**src/rtl/chan_seq.sv**
```systemverilog
module chan_seq (
  input  logic       clk,
  input  logic       rst_n,
  input  logic       pix_clk,
  input  logic       tri_mode,
  input  logic       order_fwd,
  input  logic [2:0] sel_mask,
  output logic [2:0] chan_sel,
  output logic [1:0] chan_tag,
  output logic       smp_valid
);

  localparam logic [1:0] NONE = 2'd3;

  logic [2:0] sync_q;
  logic       rise;
  logic [2:0] act;
  logic [2:0] actp;
  logic       eff3;
  logic [1:0] cur_q;
  logic [1:0] cur_pos;
  logic [1:0] first_pos;
  logic [1:0] next_pos;
  logic       cur_ok;
  logic [1:0] nxt;

  always_ff @(posedge clk) begin
    if (!rst_n) sync_q <= '0;
    else        sync_q <= {sync_q[1:0], pix_clk};
  end

  assign rise = sync_q[1] & ~sync_q[2];
  assign act  = tri_mode ? 3'b111 : sel_mask;
  assign eff3 = (act == 3'b111);
  assign actp = order_fwd ? act : {act[0], act[1], act[2]};

  assign cur_pos = order_fwd ? cur_q : 2'(2 - cur_q);
  assign cur_ok  = (cur_q != NONE) && act[cur_q[1] ? 2 : (cur_q[0] ? 1 : 0)];

  always_comb begin
    first_pos = 2'd0;
    if (actp[0])      first_pos = 2'd0;
    else if (actp[1]) first_pos = 2'd1;
    else              first_pos = 2'd2;
  end

  always_comb begin
    logic found;
    found    = 1'b0;
    next_pos = cur_pos;
    for (int k = 1; k <= 3; k++) begin
      logic [1:0] p;
      p = 2'((int'(cur_pos) + k) % 3);
      if (!found && actp[p]) begin
        next_pos = p;
        found    = 1'b1;
      end
    end
  end

  always_comb begin
    if (act == 3'b000)
      nxt = NONE;
    else if (!cur_ok || (eff3 && rise))
      nxt = order_fwd ? first_pos : 2'(2 - first_pos);
    else
      nxt = order_fwd ? next_pos : 2'(2 - next_pos);
  end

  always_ff @(posedge clk) begin
    if (!rst_n) cur_q <= NONE;
    else        cur_q <= nxt;
  end

  assign chan_tag  = cur_q;
  assign smp_valid = (cur_q != NONE);
  assign chan_sel  = smp_valid ? (3'b001 << cur_q) : 3'b000;

  AST_SEL_ONEHOT: assert property (@(posedge clk) disable iff (!rst_n)
    $onehot0(chan_sel));
  AST_EMPTY_IDLE: assert property (@(posedge clk) disable iff (!rst_n)
    (!tri_mode && sel_mask == 3'b000) |=> (!smp_valid && chan_sel == 3'b000));
  AST_SINGLE_HOLD: assert property (@(posedge clk) disable iff (!rst_n)
    (!tri_mode && $onehot(sel_mask)) |=> (chan_sel == $past(sel_mask)));
  AST_RESTART_FWD: assert property (@(posedge clk) disable iff (!rst_n)
    (eff3 && rise && order_fwd) |=> (chan_tag == 2'd0));
  AST_RESTART_REV: assert property (@(posedge clk) disable iff (!rst_n)
    (eff3 && rise && !order_fwd) |=> (chan_tag == 2'd2));
  AST_FWD_STEP: assert property (@(posedge clk) disable iff (!rst_n)
    (tri_mode && !rise && order_fwd && chan_tag == 2'd0) |=> (chan_tag == 2'd1));
  AST_REV_STEP: assert property (@(posedge clk) disable iff (!rst_n)
    (tri_mode && !rise && !order_fwd && chan_tag == 2'd2) |=> (chan_tag == 2'd1));
  AST_PAIR_STEP: assert property (@(posedge clk) disable iff (!rst_n)
    (!tri_mode && sel_mask == 3'b101 && chan_tag == 2'd0) |=> (chan_tag == 2'd2));

endmodule

```
**config.mk**
```make
export PLATFORM = sky130hd
export DESIGN_NAME = chan_seq
export DESIGN_NICKNAME = d
export VERILOG_FILES = /design/src/rtl/chan_seq.sv
export SDC_FILE = /design/constraint.sdc
export NUM_CORES = 1
export LEC_CHECK = 0
export BUFFER_PORTS_ARGS = -buffer_cell sky130_fd_sc_hd__buf_2
export CAP_MARGIN = 20
export CORE_AREA = 3 3 40 42
export CTS_BUF_LIST = sky130_fd_sc_hd__clkbuf_4
export DETAILED_ROUTE_END_ITERATION = 16
export DIE_AREA = 0 0 43 45
export PLACE_DENSITY = 0.72
export SYNTH_ARGS = -nofsm -noshare
export SYNTH_HDL_FRONTEND = slang
export SYNTH_SLANG_ARGS = --single-unit
```
**constraint.sdc**
```tcl
create_clock -name clk -period 2.3 [get_ports clk]
set_input_delay 0 -clock clk [delete_from_list [all_inputs] [get_ports clk]]
set_output_delay 0 -clock clk [all_outputs]
set_load 0.01 [all_outputs]
```
==> run_results.csv <==
group,metric,value,unit
place,port_buffers,13,
die,rows,13,
global_routing,first_global_vias,654,
worst_setup_path,cp_top_family,"compound AO/OA/AOI/OAI gates",
synth,synth_nets,91,
worst_setup_path,reg2reg_depth,12,
timing,fin_crit_sh,104,%
pwr,powerDensity,1390,nW/um^2
cts,cts-root-buf,"clkbuf_4",
synth,synth.top_cells.by_area,"dfxtp_1 17%, ha_1 15%, inv_1 5.0%",
detailed_routing,drc,0,
pwr,p_leak,0.417,nW
worst_setup_path,required,2.41,ns
worst_setup_path,worstSetupStartpoint,"chan_tag[1]",
min_path,min_to,"sync_q[1]",
cts,cts_tree,"done",
synth,yosysMostFrequentCell,"inv_1",
min_path,hp-class,"input pin to flip-flop",
cts,cts_buffers,3,
die,dieArea,1940,um^2
min_path,worstHoldStart,"rst_n",
worst_setup_path,crit_fanout,4,
layout,final_cells,123,
global_routing,grt_remaining_overflow,0,
die,start_util,46.8,%
timing,fin_setup_tns,-0.0915,ns
timing,max_freq,0.418,GHz
synth,synth-seq-area-share,16.6,%
synth,syn_area_per_cell,7.92,um^2
cts,clk_pin_slew_worst_paths,0.04,ns
pwr,peakVddDrop,0.000627,V
worst_setup_path,crit_buf_inv,2,
worst_setup_path,cpMostUsedCell,"ha_4",
synth,synth.ff_latch_count,5,
outcome,status,"finished, violations left",
die,io_pins,14,
timing,setup_ws,-0.0915,ns
worst_setup_path,worstSetupStartpointType,"flip-flop",
timing,skew,0.000409,ns
timing,slew_viol_final,0,
outcome,violations,"setup timing",
timing,hold_viol_final,0,
synth,synth_top_cell_area_share,16.6,%
synth,synth_common_cells,"8 x inv_1, 7 x ha_1, 6 x nor2_1",
worst_setup_path,path_cells,"inv_4 -> ha_4 -> mux2i_4 -> ha_4 -> buf_6 -> a211o_1 -> o31ai_2 -> o21ai_2 -> a22o_1 -> a32oi_1 -> xnor2_1 -> o211ai_2",
timing,rsz0062_at_grt,"true",
timing,setup_viol_count_final,1,
detailed_routing,ant_nets,0,
cts,cts_buffer_depth,2,
worst_setup_path,slowest_delay,0.35,ns
global_routing,antenna_found_initial,0,
worst_setup_path,r2r_setup_slack,-0.09,ns
layout,nets,124,
job,cap_viol_max_count,0,
layout,antenna_cells,0,
worst_setup_path,crit_slowest_cell,"dfxtp_4",
cts,clk_latency,0.24,ns
worst_setup_path,crit_arrival,2.50,ns
place,hpwl,1190,um
global_routing,grt_max_degree,17,
place,dp_slack,-0.154,ns
detailed_routing,drt-vias-per-instance,5.86,
cts,clock_sinks,5,
layout,drive_above_1_share,49.1,%
place,dp_cells,115,
timing,maxSlewHeadroom,70.5,%
synth,synth_edf_count,0,
synth,yosysTopAreaCell,"dfxtp_1",
detailed_routing,via_count,721,
worst_setup_path,r2r-end,"chan_tag[1]",
synth,syn_inst,76,
detailed_routing,drt_iter0_markers,7,
worst_setup_path,critPathCaptureType,"flip-flop",
synth,synth_ff_type,"dfxtp_1",
die,die-height,45,um
worst_setup_path,criticalPathCategory,"flip-flop to flip-flop",
layout,area_growth_syn_to_layout,52.0,%
synth,yosysWarnings,0,
timing,fin_crit,2.39,ns
global_routing,grt_pass1_wl,2990,um
min_path,holdPathStages,2,
die,fp.dieW,43,um
synth,syn_area,602,um^2
detailed_routing,drt_first_pass_iters,4,
detailed_routing,avgRoutedWirePerCell,14.7,um
global_routing,grt_usage,20.7,%
worst_setup_path,worstReg2RegStart,"chan_tag[1]",
cts,htree_levels,1,
die,core,1280,um^2
detailed_routing,wl,1800,um
synth,synth_cell_type_count,37,
timing,worst_slew_pin_slew,0.436,ns
place,place_congestion,0.864,
synth,async_reset_ff_share,0,%
[where the power goes]
part | leakage [nW] | total (W) | switching, W | internal, W
combinational | 0.357 | 0.00102 | 0.000511 | 0.000512
clock | 0.0184 | 0.000114 | 0.0000370 | 0.0000774
sequential | 0.0418 | 0.000131 | 0.0000163 | 0.000114
total | 0.417 | 0.00127 | 0.000564 | 0.000704
[how the worst max path moves through the flow]
stage,slack (ns),cells past startpoint,end
global placement,-0.13,12,chan_tag[1]
global route,-0.18,12,chan_tag[1]
CTS,-0.07,12,chan_tag[1]
floorplan,-0.11,10,chan_tag[1]
finish,-0.09,12,chan_tag[1]
detailed placement,-0.15,10,chan_tag[1]
[logic make-up after synthesis]
group	share of synthesized area [%]
AND/OR/NAND/NOR	19.8
AO/OA/AOI/OAI	34.7
flip-flops	16.6
adder cells (fa/ha/maj)	14.6
multiplexers	6.03
XOR/XNOR	1.46
buffers and inverters	6.86
[sequential cells by signal, indices dropped and copies added, names as in the netlist]
signal and flops:
chan_tag 2, sync_q 3
[cell usage in the layout (no fill, tap or decap), types with 2 or more instances in the layout]
| cell | count |
|---|---|
| buf_4 | 14 |
| buf_2 | 13 |
| nor2_1 | 6 |
| inv_1 | 5 |
| and2_1 | 4 |
| ha_1 | 4 |
| clkbuf_4 | 4 |
| nand2_1 | 3 |
| a21oi_1 | 3 |
| o21ai_0 | 3 |
| ha_4 | 3 |
| dfxtp_1 | 3 |
| inv_4 | 2 |
| a211oi_1 | 2 |
| nor3_1 | 2 |
| o311ai_0 | 2 |
| nand3_1 | 2 |
| dfxtp_4 | 2 |
[layer usage]
metal / up-vias / share of wire (%) / global-route usage (%)
li1: 352 / - / -
met1: 339 / 44 / 26.4
met2: 26 / 48 / 33.8
met3: 4 / 5.9 / 3.98
met4: 0 / 1.3 / 9.64
met5: - / 0 / 0
[through the flow]
step                      hold slack, ns  instance area [um^2]  util, %  total power, W
after floorplan                    0.122                   628        -        0.000659
after global placement             0.204                   791     61.5        0.000930
after detailed placement           0.211                   791     61.5        0.000946
after CTS                         0.0100                   882     68.6         0.00117
after global routing              0.0107                   915     71.2         0.00136
final                             0.0112                   915     71.2         0.00127
[area by class of cell]
cell class | count | area [um^2]
multi-input cells | 62 | 532
fillers | 113 | 370
repair buffers | 29 | 191
flip-flops and latches | 5 | 108
inverters | 8 | 35.0
clock buffers | 4 | 30.0
well taps | 15 | 18.8
[worst reg2reg max path, cell delays in order (launching register included)]
cell	delay (ns)
dfxtp_4	0.35
inv_4	0.04
ha_4	0.26
mux2i_4	0.09
ha_4	0.20
buf_6	0.12
a211o_1	0.31
o31ai_2	0.07
o21ai_2	0.12
a22o_1	0.23
a32oi_1	0.22
xnor2_1	0.17
o211ai_2	0.09
[repair_timing]
action / CTS / global route
hold buffers: 1 / 0
endpoints found under the hold margin: 1 / 0
gates resized for setup: 9 / 4
pin swaps: 11 / 3
endpoints found under the setup margin: 2 / 2
setup buffers: 1 / 2
(Power assumes the default switching activity.)
